$ cat src/rtl/memreq_pkg.sv
`timescale 1ns/1ps
// Shared types and per-slot constants for the memory request arbiter.
// Assumes seven client slots in fixed priority order, lowest slot first.
package memreq_pkg;
    localparam int NCLI  = 7;
    localparam int TAG_W = 3;

    typedef enum logic [1:0] {
        CMD_NOP     = 2'b00,
        CMD_REFRESH = 2'b01,
        CMD_READ    = 2'b10,
        CMD_WRITE   = 2'b11
    } mem_cmd_e;

    typedef enum logic {PH_PICK, PH_FETCH} phase_e;

    // Slot is a read client (display, stream read, forward, backward).
    function automatic logic cli_is_read(input int slot);
        return (slot == 0) || (slot == 1) || (slot == 3) || (slot == 4);
    endfunction

    // Response-FIFO almost-full bit that throttles a read slot.
    function automatic int cli_rsp_bit(input int slot);
        case (slot)
            0: return 2;
            1: return 3;
            3: return 0;
            4: return 1;
            default: return 0;
        endcase
    endfunction

    // Tag naming the requester of a read slot.
    function automatic logic [TAG_W-1:0] cli_tag(input int slot);
        case (slot)
            0: return 3'd3;
            1: return 3'd4;
            3: return 3'd1;
            4: return 3'd2;
            default: return 3'd0;
        endcase
    endfunction
endpackage

$ cat src/rtl/memreq_clear_sweep.sv
`timescale 1ns/1ps
// Post-reset zero sweep: walks addresses 0..WORDS-1 once, one per cycle,
// pausing while the request queue is almost full. Assumes WORDS >= 1.
module memreq_clear_sweep #(
    parameter int ADDR_W = 22,
    parameter int WORDS  = 32'h78000
) (
    input  logic              clk,
    input  logic              rst_n,
    input  logic              hold,
    output logic              issue,
    output logic [ADDR_W-1:0] addr,
    output logic              done
);
    localparam logic [ADDR_W-1:0] LAST = ADDR_W'(WORDS - 1);

    // Issue a zero write whenever the sweep is running and not held.
    assign issue = !done && !hold;

    // Advance the address and flag completion after the last word.
    always_ff @(posedge clk) begin
        if (!rst_n) begin
            addr <= '0;
            done <= 1'b0;
        end else if (issue) begin
            if (addr == LAST) done <= 1'b1;
            else              addr <= addr + 1'b1;
        end
    end
endmodule

$ cat src/rtl/memreq_prio_pick.sv
`timescale 1ns/1ps
// Two-pass fixed-priority picker: the lowest eligible slot that is not
// almost empty wins; if none, the lowest eligible slot. Output is one-hot or zero.
module memreq_prio_pick #(
    parameter int N = 7
) (
    input  logic [N-1:0] elig,
    input  logic [N-1:0] aempty,
    output logic [N-1:0] grant
);
    logic [N-1:0] pref;

    // Isolate the lowest set bit of the preferred set, else of the eligible set.
    always_comb begin
        pref = elig & ~aempty;
        if (|pref) grant = pref & (~pref + 1'b1);
        else       grant = elig & (~elig + 1'b1);
    end
endmodule

$ cat src/rtl/memreq_arbiter.sv
`timescale 1ns/1ps
// Memory request arbiter: after a zero sweep of memory, pops one client
// queue at a time by priority, registers its entry as a memory request and
// tags reads with their requester. Assumes client queues return their entry
// with a valid flag exactly one cycle after the pop.
module memreq_arbiter
    import memreq_pkg::*;
#(
    parameter int ADDR_W      = 22,
    parameter int DATA_W      = 64,
    parameter int CLEAR_WORDS = 32'h78000
) (
    input  logic                   clk,
    input  logic                   rst_n,
    input  logic [NCLI-1:0]        cli_empty,
    input  logic [NCLI-1:0]        cli_aempty,
    output logic [NCLI-1:0]        cli_pop,
    input  logic [NCLI-1:0]        cli_valid,
    input  logic [NCLI*ADDR_W-1:0] cli_addr,
    input  logic [NCLI*DATA_W-1:0] cli_data,
    input  logic [3:0]             rsp_afull,
    input  logic                   mreq_afull,
    input  logic                   tag_afull,
    output logic                   mreq_wr,
    output logic [1:0]             mreq_cmd,
    output logic [ADDR_W-1:0]      mreq_addr,
    output logic [DATA_W-1:0]      mreq_data,
    output logic                   tag_wr,
    output logic [TAG_W-1:0]       tag_id
);
    logic              sw_issue, sw_done;
    logic [ADDR_W-1:0] sw_addr;
    logic              room;
    logic [NCLI-1:0]   elig, grant, grant_q, is_rd_v;
    logic [TAG_W-1:0]  tag_v [NCLI];
    phase_e            phase;
    logic              hit, sel_rd;
    logic [ADDR_W-1:0] sel_addr;
    logic [DATA_W-1:0] sel_data;
    logic [TAG_W-1:0]  sel_tag;

    memreq_clear_sweep #(.ADDR_W(ADDR_W), .WORDS(CLEAR_WORDS)) u_sweep (
        .clk(clk), .rst_n(rst_n), .hold(mreq_afull),
        .issue(sw_issue), .addr(sw_addr), .done(sw_done)
    );

    // Both shared queues must have room before any client is considered.
    assign room = !mreq_afull && !tag_afull;

    // Per-slot eligibility and constants; reads also need response room.
    for (genvar i = 0; i < NCLI; i++) begin : g_slot
        assign tag_v[i] = cli_tag(i);
        if (cli_is_read(i)) begin : g_rd
            assign is_rd_v[i] = 1'b1;
            assign elig[i] = !cli_empty[i] && !rsp_afull[cli_rsp_bit(i)] && room;
        end else begin : g_wr
            assign is_rd_v[i] = 1'b0;
            assign elig[i] = !cli_empty[i] && room;
        end
    end

    memreq_prio_pick #(.N(NCLI)) u_pick (
        .elig(elig), .aempty(cli_aempty), .grant(grant)
    );

    // Pop only in the pick phase, once the sweep has finished.
    assign cli_pop = (phase == PH_PICK && sw_done) ? grant : '0;

    // Mux the granted slot's entry, command kind and tag.
    always_comb begin
        sel_addr = '0;
        sel_data = '0;
        sel_rd   = 1'b0;
        sel_tag  = '0;
        for (int i = 0; i < NCLI; i++) begin
            if (grant_q[i]) begin
                sel_addr = sel_addr | cli_addr[i*ADDR_W +: ADDR_W];
                sel_data = sel_data | cli_data[i*DATA_W +: DATA_W];
                sel_rd   = sel_rd | is_rd_v[i];
                sel_tag  = sel_tag | tag_v[i];
            end
        end
        hit = |(grant_q & cli_valid);
    end

    // Alternate pick and fetch phases, remembering the granted slot.
    always_ff @(posedge clk) begin
        if (!rst_n) begin
            phase   <= PH_PICK;
            grant_q <= '0;
        end else if (phase == PH_PICK) begin
            if (sw_done && |grant) begin
                phase   <= PH_FETCH;
                grant_q <= grant;
            end
        end else begin
            phase <= PH_PICK;
        end
    end

    // Register the outgoing request and tag, sweep writes first.
    always_ff @(posedge clk) begin
        if (!rst_n) begin
            mreq_wr   <= 1'b0;
            mreq_cmd  <= CMD_NOP;
            mreq_addr <= '0;
            mreq_data <= '0;
            tag_wr    <= 1'b0;
            tag_id    <= '0;
        end else begin
            mreq_wr <= 1'b0;
            tag_wr  <= 1'b0;
            if (sw_issue) begin
                mreq_wr   <= 1'b1;
                mreq_cmd  <= CMD_WRITE;
                mreq_addr <= sw_addr;
                mreq_data <= '0;
                tag_id    <= '0;
            end else if (phase == PH_FETCH && hit) begin
                mreq_wr   <= 1'b1;
                mreq_cmd  <= sel_rd ? CMD_READ : CMD_WRITE;
                mreq_addr <= sel_addr;
                mreq_data <= sel_rd ? '0 : sel_data;
                tag_wr    <= sel_rd;
                tag_id    <= sel_tag;
            end
        end
    end
endmodule

$ cat config.mk
export PLATFORM = sky130hd
export DESIGN_NAME = memreq_arbiter
export DESIGN_NICKNAME = d
export VERILOG_FILES = /design/src/rtl/memreq_pkg.sv /design/src/rtl/memreq_clear_sweep.sv /design/src/rtl/memreq_prio_pick.sv /design/src/rtl/memreq_arbiter.sv
export SDC_FILE = /design/constraint.sdc
export NUM_CORES = 1
export LEC_CHECK = 0
export BUFFER_PORTS_ARGS = -buffer_cell sky130_fd_sc_hd__clkbuf_2
export CAP_MARGIN = 0
export CORE_AREA = 5 5 282 284
export CTS_CLUSTER_DIAMETER = 30
export DETAILED_ROUTE_END_ITERATION = 10
export DIE_AREA = 0 0 287 289
export HOLD_SLACK_MARGIN = 0.15
export MAX_ROUTING_LAYER = met4
export PLACE_DENSITY = 0.3
export RECOVER_POWER = 25
export SYNTH_ARGS = -nofsm -noshare
export SYNTH_HDL_FRONTEND = slang
export SYNTH_SLANG_ARGS = --single-unit
$ cat constraint.sdc
create_clock -name clk -period 2.3 [get_ports clk]
set_clock_uncertainty 0.2 [all_clocks]
set_input_delay 0.46 -clock clk [delete_from_list [all_inputs] [get_ports clk]]
set_output_delay 0.46 -clock clk [all_outputs]
set_load 0.01 [all_outputs]
==> impl_metrics.yaml, run 1 <==
floorplanning:
  num_rows: 102
  core_area_mm2: 0.07683
  dieArea_mm2: 0.08294
  die_h_um: 289
  io_pins: 731
  start_util_pct: 9.122
  die_w_um: 287
critical_path:
  startpoint_type: "input pin"
  worstRegToRegCells: 6
  timing.rr.end: "mreq_addr[10]$_SDFFE_PN0P_"
  crit_start: "tag_afull"
  arrival_ps: 1940
  crit_end: "cli_pop[2]"
  crit_required_ps: 1640
  crit_fanout: 2
  r2r_setup_slack_ps: -40
  end_kind: "output pin"
  path_class: "in2out"
  rr_startpoint: "grant_q[4]$_SDFFE_PN0P_"
power_and_ir_drop:
  p_per_area_mw_per_mm2: 425.2
  ir_drop_mv: 0.4188
  p_leak_nw: 5.272
detailed_routing:
  wl_per_cell_um: 21.92
  dr_total_vias: 10220
  first_pass_iters: 9
  wl_met1_um: 24030
  top_layer: "met4"
  ant_nets: 0
  drt-total-wl_um: 56390
  drc: 0
  met2WireLength_um: 27000
  drt_first_iter_violations: 717
  post_drt_via_cell_ratio: 3.970
  wl_met3_um: 4224
final_layout:
  most-common-layout-cells: "clkbuf_2 (459), buf_4 (143), dfxtp_1 (110)"
  layout_commonest_cell: "clkbuf_2"
  area_growth_pct: 93.86
  final_area_mm2: 0.01359
  drive_above_1_share_pct: 50.56
  fin_nets: 2146
timing:
  period_minus_slack_ps: 2604
  hold_slack_ps: 227.0
  setup_slack_ps: -304.4
  drv_slew: 0
  hold_violations: 0
  fmax_mhz: 384.0
  rsz0062_at_grt: "yes"
  worst_slew_pin_slew_ps: 1017
  relSlewSlack_pct: 32.23
  setup_viol: 6
  min_period_over_period_pct: 113.2
clock_tree:
  htreeDepth: 4
  cts_root_buffer: "clkbuf_16"
  clkTransAtPathRegs_ps: 60
  cts.sinks: 124
  clock_latency_ps: 460
  cts_tree: "built"
  cts_buffer_depth: 2
  numCtsBuffers: 17
synthesis:
  syn_inst: 879
  synthesis.nets: 1511
  synth_top_area_cell: "dfxtp_1"
  async_flop_share_pct: 0
  synth.distinct_cells: 55
  synth.area.top_cells: "dfxtp_1 (35%), a222oi_1 (11%), a22oi_1 (9.4%), a21oi_1 (7.2%), nor2_1 (5.1%)"
  avgSynthCellArea_um2: 7.973
  synth_top_cell_area_share_pct: 35.42
  ys_seq_area_share_pct: 35.42
  synth_area_mm2: 0.007008
  synth-seq-cells: 124
  synth_edf_count: 0
  yosys_most_used_dff: "dfxtp_1"
  ys_warn_count: 0
global_routing:
  grt_pass1_wl_um: 75860
  overflow: 0
  antenna_found_initial: 3
  grt_pass1_vias: 10620
  grt_start_max_net_pins: 47
  grtUsageTotal_pct: 13.10
job:
  cap_viol_max_count: 0
outcome:
  violations: "negative setup slack"
  status: "finished with violations"
placement:
  placed_area_mm2: 0.01199
  dp_hpwl_um: 42900
  post-place-ws_ps: -516.0
  place_congestion: 0.8425
  port_buffers: 534
hold_path:
  hold_path_class: "in2reg"
-- per-stage QoR --
| stage | setup TNS, ps | cells | utilization (%) | total power [mW] |
|---|---|---|---|---|
| 2_1_floorplan | -15.50 | 879 | - | 2.329 |
| 3_3_place_gp | -7620 | 2498 | 15.60 | 2.873 |
| 3_5_place_dp | -7265 | 2498 | 15.60 | 2.873 |
| 4_1_cts | -1129 | 2553 | 17.28 | 5.937 |
| 5_1_grt | -1262 | 2568 | 17.67 | 6.067 |
| 6_report | -472.6 | 2573 | 17.68 | 5.776 |
-- metal layers --
| layer | global-route usage (%) | vias up |
|---|---|---|
| met5 | - | - |
| met4 | 3.606 | 0 |
| met3 | 2.927 | 46 |
| met2 | 21.82 | 496 |
| met1 | 16.06 | 4842 |
| li1 | - | 4831 |
-- cell type report --
class	instances	area, um^2
Antenna cell	6	15.01
Timing Repair Buffer	717	4619
Inverter	7	26.28
Tap cell	1040	1301
Sequential cell	124	2515
Multi-Input combinational cell	647	4506
Fill cell	8861	63240
Clock inverter	12	136.4
Clock buffer	20	466.7
-- critical path, cell delays in order --
cell and delay (ps):
buf_6 90, or4_4 530, or4_4 460, a21oi_4 250, buf_6 140
-- synth_stat cells, types with 2 or more instances --
| cell type | instances |
|---|---|
| a31o_2 | 2 |
| and3_1 | 4 |
| nand3_1 | 16 |
| o21ai_0 | 10 |
| or3_1 | 6 |
| nor2_1 | 96 |
| nand4_1 | 27 |
| dfxtp_1 | 124 |
| o41ai_1 | 2 |
| a31oi_1 | 2 |
| or2_2 | 2 |
| o31ai_1 | 5 |
| buf_2 | 5 |
| inv_1 | 7 |
| nand2b_1 | 2 |
| o2bb2ai_1 | 2 |
| nand2_1 | 44 |
| nand4b_1 | 3 |
| a211oi_1 | 3 |
| xnor2_1 | 10 |
| or4_1 | 8 |
| clkbuf_1 | 95 |
| a22oi_1 | 88 |
| mux2i_1 | 2 |
| nor3_1 | 55 |
| o22ai_1 | 5 |
| nor4_1 | 3 |
| a21oi_1 | 101 |
| o211ai_1 | 25 |
| a311oi_1 | 17 |
| a222oi_1 | 79 |
| a2111oi_0 | 6 |
-- how the worst min path moves through the flow --
stage	start	depth (start not counted)	endpoint
floorplan	u_sweep.addr[21]$_SDFFE_PN0P_	2	mreq_addr[21]$_SDFFE_PN0P_
global placement	mreq_cmd[1]$_SDFFE_PN0P_	1	mreq_cmd[1]$_SDFFE_PN0P_
detailed placement	mreq_cmd[1]$_SDFFE_PN0P_	1	mreq_cmd[1]$_SDFFE_PN0P_
CTS	cli_data[163]	5	mreq_data[35]$_SDFFE_PP0P_
global route	cli_data[168]	5	mreq_data[40]$_SDFFE_PP0P_
finish	cli_data[128]	5	mreq_data[0]$_SDFFE_PP0P_
-- repair_timing --
action | 4_1_cts | 5_1_grt
setup buffers | 16 | 16
setup endpoints to repair | 19 | 43
resized for setup | 69 | 85
pin swaps | 23 | 34
cloned | 6 | 1
hold buffers | 1 | 0
endpoints found under the hold margin | 1 | 0
-- where the power goes --
group	switching, mW	leakage, nW	total [mW]	internal [mW]
combinational	0.330	3.97	0.741	0.411
clock	1.19	0.289	2.88	1.69
sequential	0.00717	1.01	2.16	2.15
total	1.53	5.27	5.78	4.25
-- flip-flops by register name, indices dropped and copies added, names as in the netlist --
name,cells
mreq_data,64
mreq_addr,22
u_sweep.addr,22
grant_q,7
tag_id,3
mreq_cmd,2
mreq_wr,1
phase,1
tag_wr,1
u_sweep.done,1
-- logic make-up after synthesis --
kind of cell | share of synthesized area, %
AOI/OAI and AO/OA | 37.76
xor gates and xnor gates | 1.375
adders and majority gates | 0.1785
buffers and inverters | 6.035
DFF | 35.42
muxes | 0.2857
and+or+nand+nor | 18.94
Power figures use the tool's default switching activity.
==> inputs of run 2 (changes only) <==
--- a/config.mk
+++ b/config.mk
@@ -7,10 +7,10 @@
 export LEC_CHECK = 0
 export BUFFER_PORTS_ARGS = -buffer_cell sky130_fd_sc_hd__clkbuf_2
 export CAP_MARGIN = 0
-export CORE_AREA = 5 5 282 284
+export CORE_AREA = 5 5 283 285
 export CTS_CLUSTER_DIAMETER = 30
 export DETAILED_ROUTE_END_ITERATION = 10
-export DIE_AREA = 0 0 287 289
+export DIE_AREA = 0 0 288 290
 export HOLD_SLACK_MARGIN = 0.15
 export MAX_ROUTING_LAYER = met4
 export PLACE_DENSITY = 0.3
==> impl_metrics.yaml, run 2 (synthesis results as in run 1) <==
final_layout:
  largest_reg_flops: 64
  layout_commonest_cell: "clkbuf_2"
  final_util_pct: 17.37
  drive_above_1_share_pct: 49.74
  top_regs: "mreq_data x64, mreq_addr x22, u_sweep.addr x22"
  area_growth_pct: 91.11
  most-common-layout-cells: "clkbuf_2 (459), buf_4 (133), dfxtp_1 (116)"
  fin_nets: 2131
  top_register: "mreq_data"
detailed_routing:
  ant_nets: 0
  drt_first_iter_violations: 692
  dr_total_vias: 10230
  drc: 0
  drt-total-wl_um: 57040
  wl_per_cell_um: 22.33
  first_pass_iters: 8
  post_drt_via_cell_ratio: 4.005
clock_tree:
  numCtsBuffers: 17
  cts.sinks: 124
  clkTransAtPathRegs_ps: 70
  clock_latency_ps: 460
  hold_buffers: 0
  cts_root_buffer: "clkbuf_16"
  htreeDepth: 4
  cts_tree: "built"
  cts_buffer_depth: 2
floorplanning:
  core_area_mm2: 0.07708
  start_util_pct: 9.091
  die_h_um: 290
  dieArea_mm2: 0.08352
  die_w_um: 288
  num_rows: 102
  io_pins: 731
global_routing:
  grt_pass1_vias: 10780
  grt_pass1_wl_um: 76580
  grt_start_max_net_pins: 63
  overflow: 0
  antenna_found_initial: 7
  grtUsageTotal_pct: 13.08
hold_path:
  hold_path_class: "in2reg"
outcome:
  violations: "negative setup slack"
  status: "finished with violations"
timing:
  min_period_over_period_pct: 113.0
  period_minus_slack_ps: 2600
  setup_viol: 5
  fmax_mhz: 384.6
  setup_slack_ps: -299.9
  worst_slew_pin_slew_ps: 899.1
  finalSetupTns_ps: -641.8
  relSlewSlack_pct: 40.06
  hold_violations: 0
  rsz0062_at_grt: "yes"
  drv_slew: 0
critical_path:
  path_class: "in2out"
  arrival_ps: 1940
  startpoint_type: "input pin"
  crit_required_ps: 1640
  end_kind: "output pin"
  crit_fanout: 2
power_and_ir_drop:
  p_per_area_mw_per_mm2: 428.6
  p_leak_nw: 5.164
  ir_drop_mv: 0.4193
placement:
  port_buffers: 534
  place_congestion: 0.8356
  dp_hpwl_um: 43810
job:
  cap_viol_max_count: 0
[run 2: cell count changes in the layout (fill, tap and decap cells not counted), moves of 3 or more]
cell | before | now
buf_4 | 143 | 133
dfxtp_1 | 110 | 116
dfxtp_2 | 8 | 2
buf_12 | 20 | 16
buf_8 | 7 | 11
clkbuf_8 | 7 | 3
clkbuf_16 | 17 | 20
diode_2 | 6 | 3
[run 2: through the flow]
| stage | instance area [um^2] | power [mW] | hold WS (ps) | instances | setup slack, ps |
|---|---|---|---|---|---|
| floorplan | 7023 | 2.329 | 248.4 | 879 | -15.50 |
| global placement | 11830 | 2.872 | 241.7 | 2488 | -513.8 |
| detailed placement | 11830 | 2.870 | 239.5 | 2488 | -445.2 |
| CTS | 13040 | 5.869 | 180.9 | 2542 | -293.4 |
| global route | 13390 | 6.037 | 204.3 | 2555 | -306.7 |
| finish | 13390 | 5.740 | 232.1 | 2555 | -299.9 |
[run 2: power by group]
group / internal, mW / switching, mW
clock network: 1.61 / 1.22
registers: 2.15 / 0.00584
logic: 0.416 / 0.338
[run 2: per-layer routing]
| layer | track usage (%) | up-vias | part of all wire [%] |
|---|---|---|---|
| met1 | 15.37 | 4860 | 42 |
| li1 | - | 4784 | - |
| met2 | 21.92 | 528 | 49 |
| met5 | - | - | 0 |
| met4 | 4.459 | 0 | 2.7 |
| met3 | 3.061 | 61 | 7.0 |
[run 2: cell type report]
cell class | count | area [um^2]
tap | 1040 | 1301
timing repair buffer | 702 | 4502
clock inverter | 15 | 161.4
clock buffer | 17 | 425.4
fill | 8834 | 63690
inverter | 7 | 28.78
multi-input combinational | 647 | 4459
sequential | 124 | 2507
antenna | 3 | 7.507
[run 2: critical path: stages]
cell and delay (ps):
buf_6 90, or4_4 540, or4_4 460, a21oi_4 250, buf_6 140
[run 2: what timing repair did]
item | 4_1_cts | 5_1_grt
gates cloned | 4 | 3
endpoints found under the setup margin | 15 | 20
buffers inserted | 19 | 9
resized for setup | 72 | 82
endpoints found under the hold margin | 0 | 0
pin swaps | 20 | 34
[run 2: worst paths after layout]
path	from	slack (ps)	to	cells past startpoint
worst max-delay path	tag_afull	-300	cli_pop[2]	5
worst min-delay path	cli_data[162]	230	mreq_data[34]$_SDFFE_PP0P_	5
worst max register to register	grant_q[0]$_SDFFE_PN0P_	20	mreq_addr[17]$_SDFFE_PN0P_	7
worst min register to register	mreq_cmd[1]$_SDFFE_PN0P_	250	mreq_cmd[1]$_SDFFE_PN0P_	1
==> inputs of run 3 (changes only) <==
--- a/config.mk
+++ b/config.mk
@@ -15,6 +15,7 @@
 export MAX_ROUTING_LAYER = met4
 export PLACE_DENSITY = 0.3
 export RECOVER_POWER = 25
+export SKIP_CTS_REPAIR_TIMING = 1
 export SYNTH_ARGS = -nofsm -noshare
 export SYNTH_HDL_FRONTEND = slang
 export SYNTH_SLANG_ARGS = --single-unit
==> impl_metrics.yaml, run 3 (synthesis results as in run 1) <==
outcome:
  status: "finished with violations"
  violations: "negative setup slack"
detailed_routing:
  drc: 0
  first_pass_iters: 6
  ant_nets: 0
  dr_total_vias: 10230
  post_drt_via_cell_ratio: 4.015
  drt_first_iter_violations: 759
  drt-total-wl_um: 56620
  wl_per_cell_um: 22.21
timing:
  fmax_mhz: 392.2
  drv_slew: 0
  worst_slew_pin_slew_ps: 869.5
  hold_violations: 0
  hold_slack_ps: 226.4
  rsz0062_at_grt: "yes"
  setup_slack_ps: -249.5
  setup_viol: 8
  period_minus_slack_ps: 2550
  relSlewSlack_pct: 42.03
  min_period_over_period_pct: 110.8
final_layout:
  largest_reg_flops: 64
  area_growth_pct: 87.02
  multi_input_area_mm2: 0.004359
  top_register: "mreq_data"
  layout_commonest_cell: "clkbuf_2"
  fin_nets: 2124
  drive_above_1_share_pct: 49.17
  most-common-layout-cells: "clkbuf_2 (466), buf_4 (133), dfxtp_1 (115)"
  regArea_mm2: 0.002509
  top_regs: "mreq_data x64, mreq_addr x22, u_sweep.addr x22"
  final_area_mm2: 0.01311
  fillCellCount: 8862
clock_tree:
  numCtsBuffers: 17
  cts.sinks: 124
  clock_latency_ps: 460
  htreeDepth: 4
  cts_tree: "built"
  cts_root_buffer: "clkbuf_16"
  clkTransAtPathRegs_ps: 70
  cts_buffer_depth: 2
floorplanning:
  num_rows: 102
  die_h_um: 290
  io_pins: 731
  die_w_um: 288
  dieArea_mm2: 0.08352
  core_area_mm2: 0.07708
  start_util_pct: 9.091
hold_path:
  worstHoldStart: "cli_data[162]"
  hold_path_class: "in2reg"
  hold_end: "mreq_data[34]$_SDFFE_PP0P_"
  min_path_cells: 5
global_routing:
  grt_pass1_vias: 10580
  grtUsageTotal_pct: 12.34
  grt_pass1_wl_um: 72720
  grt_start_max_net_pins: 70
  antenna_found_initial: 9
  overflow: 0
power_and_ir_drop:
  p_leak_nw: 5.053
  p_per_area_mw_per_mm2: 435.1
  ir_drop_mv: 0.4175
  power_mw: 5.703
job:
  cap_viol_max_count: 0
critical_path:
  crit_fanout: 2
  r2r_setup_slack_ps: -10
  startpoint_type: "input pin"
  rr_startpoint: "grant_q[1]$_SDFFE_PN0P_"
  timing.rr.end: "mreq_addr[19]$_SDFFE_PN0P_"
  end_kind: "output pin"
  crit_required_ps: 1640
  path_class: "in2out"
  worstRegToRegCells: 8
  arrival_ps: 1890
placement:
  placed_area_mm2: 0.01183
  port_buffers: 534
  dp_hpwl_um: 43810
  place_congestion: 0.8356
  post-place-ws_ps: -445.2
-- run 3: worst max path at each step --
stage / from / end / cells past startpoint
6_report: tag_afull / cli_pop[2] / 5
5_1_grt: rsp_afull[3] / cli_pop[4] / 8
4_1_cts: cli_aempty[4] / cli_pop[1] / 7
3_5_place_dp: cli_aempty[4] / cli_pop[1] / 7
3_3_place_gp: cli_aempty[4] / cli_pop[1] / 7
2_1_floorplan: rsp_afull[1] / cli_pop[2] / 4
-- run 3: stage by stage --
step / utilization (%) / instances / TNS (ps)
after floorplan: - / 879 / -15.50
after detailed placement: 15.34 / 2488 / -6532
final: 17.00 / 2549 / -861.8
after global placement: 15.34 / 2488 / -6737
after CTS: 16.11 / 2520 / -2921
after global routing: 17.00 / 2549 / -1631
-- run 3: critical path, cell delays in order --
cell,delay [ps]
buf_6,90
or4_4,550
or4_4,460
a21oi_4,190
buf_6,130
-- run 3: routing by layer --
layer / vias up / wire length [um] / track usage (%) / share of wire [%]
met5: - / 0 / - / 0
met4: 0 / 2190 / 5.412 / 3.9
met3: 82 / 4082 / 3.124 / 7.2
met2: 564 / 26730 / 19.73 / 47
met1: 4824 / 23620 / 14.64 / 42
li1: 4763 / - / - / -
-- run 3: layout make-up --
cell class	instances	area share (%)
Sequential cell	124	19.14
Tap cell	1040	9.928
Antenna cell	4	0.07637
Clock inverter	15	1.232
Clock buffer	17	3.246
Multi-Input combinational cell	646	33.26
Inverter	7	0.2196
Timing Repair Buffer	696	32.90
-- run 3: power by group --
group / internal [mW] / total, mW / switching [mW] / leakage (nW)
Sequential: 2.15 / 2.16 / 0.00719 / 1.01
Clock: 1.61 / 2.83 / 1.22 / 0.285
Combinational: 0.392 / 0.716 / 0.324 / 3.76
Total: 4.15 / 5.70 / 1.55 / 5.05
